File: src/rtl/rf_pwr_pkg.sv
package rf_pwr_pkg;

  localparam int ADDR_W = 10;
  localparam int DATA_W = 8;
  localparam int STEP_W = 4;

  typedef struct packed {
    logic              wr;
    logic [ADDR_W-1:0] addr;
    logic [DATA_W-1:0] data;
  } rf_op_t;

  typedef enum logic [2:0] {
    ST_ALERT,
    ST_SLEEP,
    ST_STUCK,
    ST_RUN,
    ST_FLUSH
  } seq_st_e;

  // Script positions that the sequencer branches on
  localparam logic [STEP_W-1:0] IX_SLEEP_FIRST = 4'd0;
  localparam logic [STEP_W-1:0] IX_FORCE_TX    = 4'd3;
  localparam logic [STEP_W-1:0] IX_SLEEP_LAST  = 4'd5;
  localparam logic [STEP_W-1:0] IX_WAKE_FIRST  = 4'd6;
  localparam logic [STEP_W-1:0] IX_POLL        = 4'd7;
  localparam logic [STEP_W-1:0] IX_WAKE_LAST   = 4'd10;

  function automatic rf_op_t mk_op(input logic wr, input logic [ADDR_W-1:0] a,
                                   input logic [DATA_W-1:0] d);
    rf_op_t o;
    o.wr   = wr;
    o.addr = a;
    o.data = d;
    return o;
  endfunction

  // Fixed transaction script: entries 0..5 go down, 6..10 come back up
  function automatic rf_op_t step_op(input logic [STEP_W-1:0] ix);
    case (ix)
      4'd0:    return mk_op(1'b1, 10'h230, 8'h55);
      4'd1:    return mk_op(1'b1, 10'h270, 8'h55);
      4'd2:    return mk_op(1'b1, 10'h014, 8'h00);
      4'd3:    return mk_op(1'b1, 10'h014, 8'h20);
      4'd4:    return mk_op(1'b1, 10'h014, 8'h00);
      4'd5:    return mk_op(1'b1, 10'h009, 8'h00);
      4'd6:    return mk_op(1'b1, 10'h009, 8'h17);
      4'd7:    return mk_op(1'b0, 10'h05E, 8'h00);
      4'd8:    return mk_op(1'b1, 10'h014, 8'h05);
      4'd9:    return mk_op(1'b1, 10'h230, 8'h54);
      default: return mk_op(1'b1, 10'h270, 8'h54);
    endcase
  endfunction

  function automatic logic lock_seen(input logic [DATA_W-1:0] d);
    return d[7];
  endfunction

endpackage

File: src/rtl/rf_wait_timer.sv
module rf_wait_timer #(
  parameter int CYC = 384
) (
  input  logic clk,
  input  logic rst_n,
  input  logic load,
  output logic zero
);
  localparam int CW = $clog2(CYC + 1);

  logic [CW-1:0] cnt_q;

  always_ff @(posedge clk) begin
    if (!rst_n) begin
      cnt_q <= '0;
    end else if (load) begin
      cnt_q <= CW'(CYC - 1);
    end else if (cnt_q != '0) begin
      cnt_q <= cnt_q - 1'b1;
    end
  end

  assign zero = (cnt_q == '0);

  p_timer_arm_r2: assert property (@(posedge clk) disable iff (!rst_n)
    load |=> (cnt_q == CW'(CYC - 1)) || (CYC == 1));

endmodule

File: src/rtl/rf_cmd_port.sv
module rf_cmd_port import rf_pwr_pkg::*; (
  input  logic              clk,
  input  logic              rst_n,
  input  logic              start,
  input  rf_op_t            op_in,
  input  logic              cmd_ready,
  input  logic              rsp_valid,
  input  logic [DATA_W-1:0] rsp_rdata,
  output logic              cmd_valid,
  output logic [ADDR_W-1:0] cmd_addr,
  output logic [DATA_W-1:0] cmd_wdata,
  output logic              cmd_write,
  output logic              idle,
  output logic              fin,
  output logic [DATA_W-1:0] fin_data
);
  typedef enum logic [1:0] {P_IDLE, P_REQ, P_RSP} port_st_e;

  port_st_e pst_q;
  rf_op_t   op_q;

  always_ff @(posedge clk) begin
    if (!rst_n) begin
      pst_q <= P_IDLE;
      op_q  <= '0;
    end else begin
      case (pst_q)
        P_IDLE: if (start) begin
          op_q  <= op_in;
          pst_q <= P_REQ;
        end
        P_REQ:   if (cmd_ready) pst_q <= P_RSP;
        P_RSP:   if (rsp_valid) pst_q <= P_IDLE;
        default: pst_q <= P_IDLE;
      endcase
    end
  end

  assign cmd_valid = (pst_q == P_REQ);
  assign cmd_addr  = op_q.addr;
  assign cmd_wdata = op_q.data;
  assign cmd_write = op_q.wr;
  assign idle      = (pst_q == P_IDLE);
  assign fin       = (pst_q == P_RSP) && rsp_valid;
  assign fin_data  = rsp_rdata;

  p_cmd_hold_r5: assert property (@(posedge clk) disable iff (!rst_n)
    (cmd_valid && !cmd_ready) |=>
      (cmd_valid && $stable(cmd_addr) && $stable(cmd_wdata) && $stable(cmd_write)));

  p_one_outstanding_r5: assert property (@(posedge clk) disable iff (!rst_n)
    (cmd_valid && cmd_ready) |=> !cmd_valid);

  p_no_start_busy_r5: assert property (@(posedge clk) disable iff (!rst_n)
    fin |=> !cmd_valid);

endmodule

File: src/rtl/rf_pwr_seq.sv
module rf_pwr_seq import rf_pwr_pkg::*; #(
  parameter int FLUSH_CYCLES = 384,
  parameter int MAX_POLLS    = 16
) (
  input  logic              clk,
  input  logic              rst_n,
  input  logic              sleep_req,
  input  logic              wake_req,
  output logic              cmd_valid,
  input  logic              cmd_ready,
  output logic [ADDR_W-1:0] cmd_addr,
  output logic [DATA_W-1:0] cmd_wdata,
  output logic              cmd_write,
  input  logic              rsp_valid,
  input  logic [DATA_W-1:0] rsp_rdata,
  output logic              busy,
  output logic              done,
  output logic              err,
  output logic              rejected,
  output logic              sleeping
);
  localparam int PW  = $clog2(MAX_POLLS + 1);
  localparam int FRW = $clog2(FLUSH_CYCLES + 1);
  localparam logic [PW-1:0]  POLL_LAST  = PW'(MAX_POLLS - 1);
  localparam logic [FRW-1:0] FLUSH_LAST = FRW'(FLUSH_CYCLES - 1);

  seq_st_e           st_q;
  logic [STEP_W-1:0] ix_q;
  logic [PW-1:0]     poll_q;
  logic              sleeping_q, err_q, done_q, rej_q;

  // Named events for the assertions and the state update
  logic              accept_sleep, accept_wake, bad_req;
  logic              port_start, port_idle, port_fin;
  logic [DATA_W-1:0] port_data;
  logic              ev_flush_go, ev_lock, ev_poll_miss, ev_timeout;
  logic              ev_sleep_end, ev_wake_end, ev_finish;
  logic              tmr_zero;
  rf_op_t            cur_op;

  assign accept_sleep = sleep_req && (st_q == ST_ALERT);
  assign accept_wake  = wake_req && ((st_q == ST_SLEEP) || (st_q == ST_STUCK));
  assign bad_req      = (sleep_req && !accept_sleep) || (wake_req && !accept_wake);

  assign cur_op     = step_op(ix_q);
  assign port_start = (st_q == ST_RUN) && port_idle;

  assign ev_flush_go  = port_fin && (ix_q == IX_FORCE_TX);
  assign ev_lock      = port_fin && (ix_q == IX_POLL) && lock_seen(port_data);
  assign ev_poll_miss = port_fin && (ix_q == IX_POLL) && !lock_seen(port_data);
  assign ev_timeout   = ev_poll_miss && (poll_q == POLL_LAST);
  assign ev_sleep_end = port_fin && (ix_q == IX_SLEEP_LAST);
  assign ev_wake_end  = port_fin && (ix_q == IX_WAKE_LAST);
  assign ev_finish    = ev_sleep_end || ev_wake_end || ev_timeout;

  rf_cmd_port u_port (
    .clk       (clk),
    .rst_n     (rst_n),
    .start     (port_start),
    .op_in     (cur_op),
    .cmd_ready (cmd_ready),
    .rsp_valid (rsp_valid),
    .rsp_rdata (rsp_rdata),
    .cmd_valid (cmd_valid),
    .cmd_addr  (cmd_addr),
    .cmd_wdata (cmd_wdata),
    .cmd_write (cmd_write),
    .idle      (port_idle),
    .fin       (port_fin),
    .fin_data  (port_data)
  );

  rf_wait_timer #(.CYC(FLUSH_CYCLES)) u_flush (
    .clk   (clk),
    .rst_n (rst_n),
    .load  (ev_flush_go),
    .zero  (tmr_zero)
  );

  always_ff @(posedge clk) begin
    if (!rst_n) begin
      st_q       <= ST_ALERT;
      ix_q       <= IX_SLEEP_FIRST;
      poll_q     <= '0;
      sleeping_q <= 1'b0;
      err_q      <= 1'b0;
    end else begin
      case (st_q)
        ST_ALERT: if (accept_sleep) begin
          st_q <= ST_RUN;
          ix_q <= IX_SLEEP_FIRST;
        end
        ST_SLEEP, ST_STUCK: if (accept_wake) begin
          st_q   <= ST_RUN;
          ix_q   <= IX_WAKE_FIRST;
          poll_q <= '0;
          err_q  <= 1'b0;
        end
        ST_RUN: if (port_fin) begin
          if (ev_sleep_end) begin
            st_q       <= ST_SLEEP;
            sleeping_q <= 1'b1;
          end else if (ev_wake_end) begin
            st_q       <= ST_ALERT;
            sleeping_q <= 1'b0;
          end else if (ev_timeout) begin
            st_q  <= ST_STUCK;
            err_q <= 1'b1;
          end else if (ev_flush_go) begin
            st_q <= ST_FLUSH;
            ix_q <= ix_q + 1'b1;
          end else if (ev_poll_miss) begin
            poll_q <= poll_q + 1'b1;
          end else begin
            ix_q <= ix_q + 1'b1;
          end
        end
        ST_FLUSH: if (tmr_zero) st_q <= ST_RUN;
        default:  st_q <= ST_ALERT;
      endcase
    end
  end

  always_ff @(posedge clk) begin
    if (!rst_n) begin
      done_q <= 1'b0;
      rej_q  <= 1'b0;
    end else begin
      done_q <= ev_finish;
      rej_q  <= bad_req;
    end
  end

  assign busy     = (st_q == ST_RUN) || (st_q == ST_FLUSH);
  assign done     = done_q;
  assign err      = err_q;
  assign rejected = rej_q;
  assign sleeping = sleeping_q;

  // Independent length count of the flush wait, for checking only
  logic [FRW-1:0] flush_run_q;
  always_ff @(posedge clk) begin
    if (!rst_n || st_q != ST_FLUSH) flush_run_q <= '0;
    else                            flush_run_q <= flush_run_q + 1'b1;
  end

  p_flush_len_r2: assert property (@(posedge clk) disable iff (!rst_n)
    (st_q == ST_FLUSH && tmr_zero) |-> (flush_run_q == FLUSH_LAST));

  p_flush_quiet_r2: assert property (@(posedge clk) disable iff (!rst_n)
    (st_q == ST_FLUSH) |-> !cmd_valid);

  p_poll_bound_r4: assert property (@(posedge clk) disable iff (!rst_n)
    poll_q <= POLL_LAST);

  p_err_state_r4: assert property (@(posedge clk) disable iff (!rst_n)
    err |-> (sleeping && !busy));

  p_reject_cause_r6: assert property (@(posedge clk) disable iff (!rst_n)
    rejected |-> $past(sleep_req || wake_req));

  p_done_pulse_r7: assert property (@(posedge clk) disable iff (!rst_n)
    done |=> !done);

  p_done_idle_r7: assert property (@(posedge clk) disable iff (!rst_n)
    done |-> !busy);

  p_lock_progress_r3: assert property (@(posedge clk) disable iff (!rst_n)
    ev_lock |=> (busy && !cmd_valid));

  p_sleep_flag_r8: assert property (@(posedge clk) disable iff (!rst_n)
    (!$stable(sleeping)) |-> done);

endmodule

File: config.mk
export PLATFORM = sky130hd
export DESIGN_NAME = rf_pwr_seq
export DESIGN_NICKNAME = d
export VERILOG_FILES = /design/src/rtl/rf_pwr_pkg.sv /design/src/rtl/rf_wait_timer.sv /design/src/rtl/rf_cmd_port.sv /design/src/rtl/rf_pwr_seq.sv
export SDC_FILE = /design/constraint.sdc
export NUM_CORES = 1
export LEC_CHECK = 0
export BUFFER_PORTS_ARGS = -buffer_cell sky130_fd_sc_hd__buf_4
export CELL_PAD_IN_SITES_DETAIL_PLACEMENT = 1
export CELL_PAD_IN_SITES_GLOBAL_PLACEMENT = 1
export CORE_MARGIN = 2
export CORE_UTILIZATION = 44
export CTS_CLUSTER_DIAMETER = 200
export DETAILED_ROUTE_END_ITERATION = 8
export GPL_TIMING_DRIVEN = 0
export HOLD_SLACK_MARGIN = 0.1
export PLACE_DENSITY = 0.84
export SETUP_SLACK_MARGIN = 0.4
export SLEW_MARGIN = 20
export SYNTH_ARGS = -nofsm -noshare
export SYNTH_HDL_FRONTEND = slang
export SYNTH_SLANG_ARGS = --single-unit
File: constraint.sdc
create_clock -name clk -period 3.4 [get_ports clk]
set_input_delay 0.34 -clock clk [delete_from_list [all_inputs] [get_ports clk]]
set_output_delay 0.34 -clock clk [all_outputs]
set_load 0.02 [all_outputs]
After elaboration in Yosys (flattened, before gate mapping). Memories as Yosys holds them, arrays and structs flattened. A register that Yosys moved wholly into a read port is not among the register bits. Cells that the tools add are included. Widths: inputs -> output; s select.

Bits in registers: 45. Memory bits (read-only): 240. Input port bits: 14. Output and inout bits: 25. Logic and storage cells: 121. Memories: 1.

Memory list: (name not given) (words 16, bits a word 15, read ports 1, clocked after Yosys merged registers in 1, wr ports 0, line rf_pwr_pkg.sv:40) `case (ix)`.

Add/subtract/negate cells: 3. Equal/unequal tests: 26. Mux-type cells: 40. Bitwise operators: 1. Reductions and logical operators: 38.

Operator list (count): $mux 5 (7); $mux 4 (8); $mux 3 (8); $ne 2x2->1 const B (12); $mux 9 (2); $reduce_and 8->1 (2); $logic_and 1x1->1 (12); $pmux 3 s4 (1); $pmux 4 s3 (1); $pmux 5 s2 (1); $logic_not 9->1 (1); $reduce_bool 9->1 (1); $sub 9x1->9 const B (1); $eq 4x3->1 const B (2); $mux 1 (7); $eq 3x2->1 const B (2); $mux 2 (3); $pmux 2 s3 (1); $reduce_and 3->1 (2); $reduce_and 6->1 (1); $reduce_bool 2->1 (3); $add 5x1->5 const B (1); $eq 5x4->1 const B (1); $logic_or 1x1->1 (5); other kinds (19) (23).

Depth between registers and ports, before layout.
Depth after elaboration: 11. Gate-level depth with buffers: 8. Gate-level depth less buffers: 8.

By module. Synthesis repeated with hierarchy kept, for this count alone.

Cell total of the unflattened synthesis: 328. Area, all modules: 2966.6 µm².

Modules (own cells, without submodules): rf_pwr_seq (instances 1, cells each 177, area an instance 1547.7 µm², seq. area each 580.6 µm²); rf_cmd_port (instances 1, cells each 102, area an instance 935.9 µm², seq. area each 420.4 µm²); rf_wait_timer (instances 1, cells each 49, area an instance 483.0 µm², seq. area each 180.2 µm²).

Worst setup path before layout. Ideal clock, no wire load.

Kind: reg-to-reg. Start: register ix_q[1]. End: register poll_q[2]. Setup time: 116 ps. Arrival: 1828 ps. Required time: 3284 ps. Path slack: 1455 ps. Cell stages (with the launch flop): 7. Path buffers: 0. Clock period less this slack: 1945 ps. Cells stage by stage: dfxtp_1 > ha_1 > nor4bb_1 > nand2_1 > o21ai_1 > a21oi_1 > a31o_2.

Word-level cells in the longest chain between the ends: 6. Elaborated cells between the ends (all ways): 16. Classes of those cells: eq/ne: 9; reduce/logical: 7.

Ends and longest elaborated chain: start: declaration (line rf_pwr_seq.sv:28) `logic [STEP_W-1:0] ix_q;`; start signal: assignment (line rf_pwr_seq.sv:111) `ix_q <= ix_q + 1'b1;`; start signal: assignment (line rf_pwr_seq.sv:115) `ix_q <= ix_q + 1'b1;`; $eq 4x3->1 (line rf_pwr_seq.sv:50) `assign ev_poll_miss = port_fin && (ix_q == IX_POLL) && !lock_seen(port_data);`; $logic_and 1x1->1 (2 in a row) (line rf_pwr_seq.sv:50); $logic_and 1x1->1 (line rf_pwr_seq.sv:51) `assign ev_timeout = ev_poll_miss && (poll_q == POLL_LAST);`; $ne 2x2->1 (no source line); $reduce_and 8->1 (no source line) *; end signal: assignment (line rf_pwr_seq.sv:113) `poll_q <= poll_q + 1'b1;`; end: declaration (line rf_pwr_seq.sv:29) `logic [PW-1:0] poll_q;`.

Every way passes the cells marked *; elsewhere a longest branch is shown, timed or not. A chain may end at the register's enable or synchronous reset.

Final worst setup path. Ends and elaborated chain as after synthesis.

==> results_dict.tcl <==
set metrics [dict create \
    synth_xor_area_share_pct 2.39 \
    hp-class "input pin to flip-flop" \
    slew_headroom_pct 56.6 \
    drc 0 \
    slowest_delay_ps 530 \
    cts_sinks 40 \
    vdd_drop_max_v 0.000262 \
    yosys.area.top_type "dfxtp_1" \
    min_period_ps 2340 \
    rows 25 \
    num_vias 2010 \
    critPathBufInv 0 \
    place_ws_ps 1070 \
    track_usage_pct 22.9 \
    die_area_mm2 0.00557 \
    fmax_mhz 426 \
    yosysWarningCount 0 \
    synth.avg_cell_area_um2 8.38 \
    hold_path.startpoint "cmd_ready" \
    syn_inst 262 \
    synth_top_family_by_area "simple AND/OR/NAND/NOR gates" \
    holdPathStages 3 \
    clock_latency_ps 300 \
    period_share_pct 69.0 \
    grt_pass1_vias 1992 \
    post-dp-hpwl_mm 4.14 \
    timing.rr.end "poll_q[2]$_SDFFE_PN0P_" \
    core_area_mm2 0.00475 \
    utilization_pct 54.3 \
    cpLargestDelayFamily "compound AO/OA/AOI/OAI gates" \
    ant_nets 0 \
    htreeDepth 2 \
    critical_path_depth 6 \
    r2r-start "ix_q[1]$_SDFFE_PN0P_" \
    maxCapViolCount 0 \
    cts_buffer_depth 2 \
    crit_type "flip-flop to flip-flop" \
    gr-total-overflow 0 \
    dieHeight_um 74.6 \
    io_pins 39 \
    grt_max_degree 14 \
    synth_mux_area_share_pct 2.34 \
    arrival_ps 2540 \
    synth_top_area_share_pct 36.5 \
    cts_tree "yes" \
    die_w_um 74.6 \
    critical_path.endpoint_type "flip-flop" \
    setup_ws_ps 1060 \
    cts_setup_buffers 0 \
    cts_root_buffer "clkbuf_8" \
    portBuffers 27 \
    final-hold-violation-count 0 \
    setup_tns_ps 0 \
    rsz0062_at_grt "no" \
    seq_area_frac_synth_pct 36.5 \
    wl_mm 5.66 \
    critPathLaunchType "flip-flop" \
    gp_congestion 0.829 \
    nFillCells 601 \
    synth_compound_area_share_pct 21.7 \
    whs_ps 307 \
    fin_nets 323 \
    synth_fa_ha_area_share_pct 5.70 \
    async_flop_share_pct 0 \
    ff2ff_path_depth 6 \
    area_growth_pct 17.6 \
    cts.repair.resized 0 \
    required_ps 3600 \
    drt_iter0_markers 121 \
    leakage_nw 1.11 \
    critical-path-slowest-cell "nor4bb_1" \
    skew_ps 9.04 \
    hold_end "u_port.pst_q[1]$_SDFFE_PN0P_" \
    start_util_pct 46.2 \
    diodes 0 \
    vias_per_cell 5.48 \
    yosysMostFrequentCell "dfxtp_1" \
    antenna_found_initial 0 \
    synth_cell_types 50 \
    grt_pass1_wl_mm 9.54 \
    synth_simple_gate_area_share_pct 24.7 \
    worstPathMaxFanout 9 \
    rrSetupSlack_ps 1060 \
    synth_area_mm2 0.00219 \
    worst_slew_pin_slew_ps 643 \
    cts.clk_slew.worst_paths_ps 80 \
    dr.pass1.iters 4 \
    synthTopCellsByCount "dfxtp_1 (40), nand2_1 (33), a21boi_0 (15), nor2_1 (15)" \
    synth_flop_cell "dfxtp_1" \
    power_density_mw_per_mm2 508 \
    wl_per_cell_um 15.4 \
    ctsHoldBuffers 0 \
    ys_top_cells_by_area "dfxtp_1 (36%), ha_1 (5.7%), nand2_1 (5.6%), a21boi_0 (5.1%), nor2_1 (2.6%)" \
    ys_ff_latch 40 \
    cts_buffers 5 \
    status "completed" \
    maxSlewViolCount 0 \
    crit_chain "ha_1 -> nor4bb_1 -> nand2_1 -> o21ai_1 -> a21oi_1 -> a31o_2" \
    layout-drive-gt1-share_pct 18.0 \
    synth-edff-count 0 \
    timing.final.setup_violations 0 \
]
where the power goes:
group          switching, W  total (W)  internal (W)  leakage (nW)
Combinational      0.000230   0.000423      0.000193         0.735
Sequential        0.0000500   0.000570      0.000520         0.326
Clock              0.000176   0.000319      0.000143        0.0479
worst max path at each step:
stage	end	slack [ps]	startpoint
detailed placement	poll_q[2]$_SDFFE_PN0P_	1070	ix_q[1]$_SDFFE_PN0P_
CTS	poll_q[2]$_SDFFE_PN0P_	1050	ix_q[1]$_SDFFE_PN0P_
global route	poll_q[2]$_SDFFE_PN0P_	680	ix_q[1]$_SDFFE_PN0P_
floorplan	poll_q[2]$_SDFFE_PN0P_	1460	ix_q[1]$_SDFFE_PN0P_
finish	poll_q[2]$_SDFFE_PN0P_	1060	ix_q[1]$_SDFFE_PN0P_
global placement	poll_q[2]$_SDFFE_PN0P_	1090	ix_q[1]$_SDFFE_PN0P_
metal layers:
layer / share of wire (%) / GRT usage [%]
met3: 2.5 / 4.42
met5: 0 / 0
met1: 45 / 28.2
met2: 51 / 39.3
met4: 1.7 / 9.72
registers in the layout (all words and copies together) (netlist names):
signal            count
u_port.cmd_addr       7
rejected              1
sleeping              1
u_port.cmd_write      1
done                  1
u_port.pst_q          2
u_flush.cnt_q         9
poll_q                5
st_q                  3
err                   1
u_port.cmd_wdata      5
ix_q                  4
worst register-to-register path, stage by stage (launching register included):
cell,delay (ps)
dfxtp_1,440
ha_1,300
nor4bb_1,530
nand2_1,100
o21ai_1,510
a21oi_1,140
a31o_2,220
logic make-up (layout without fill, tap and decap cells):
family / after synthesis / in the layout
mux: 5 / 5
fa+ha+maj: 10 / 10
buf+inv: 31 / 66
other cells: 1 / 4
xor+xnor: 6 / 6
flops: 40 / 40
compound gates: 67 / 67
simple gates: 102 / 102
per-stage QoR:
stage,std cells,area (um^2),total power [W]
2_1_floorplan,265,2210,0.000896
3_3_place_gp,359,2490,0.000983
3_5_place_dp,359,2490,0.00100
4_1_cts,367,2580,0.00133
5_1_grt,367,2580,0.00141
6_report,367,2580,0.00131
layout by cell type, fill, tap and decap left out, drive strengths merged, types with 2 or more instances in the layout:
master and count:
a21oi 10, nor2b 7, xnor2 3, o221a 2
nor2 15, inv 10, nand3 11, nand2b 3
a21boi 15, buf 37, clkinv 3, nand2 33
clkbuf 16, o21a 7, o21ai 11, a211oi 3
a31oi 4, and3b 2, and2 3, nor3 7
nand3b 6, and3 5, or4 3, conb 4
mux2i 4, nor3b 3, dfxtp 40, o41ai 3
o211a 3, xor2 3, ha 10
area by class of cell:
cell class | count | area, um^2 | area share, %
buffer | 21 | 106 | 4.12
clock buffer | 5 | 68.8 | 2.67
clock inverter | 3 | 18.8 | 0.727
inverter | 10 | 37.5 | 1.45
multi-input combinational | 194 | 1260 | 48.9
sequential | 40 | 801 | 31.0
tap | 67 | 83.8 | 3.25
timing repair buffer | 27 | 203 | 7.86
Power figures use the tool's default switching activity.
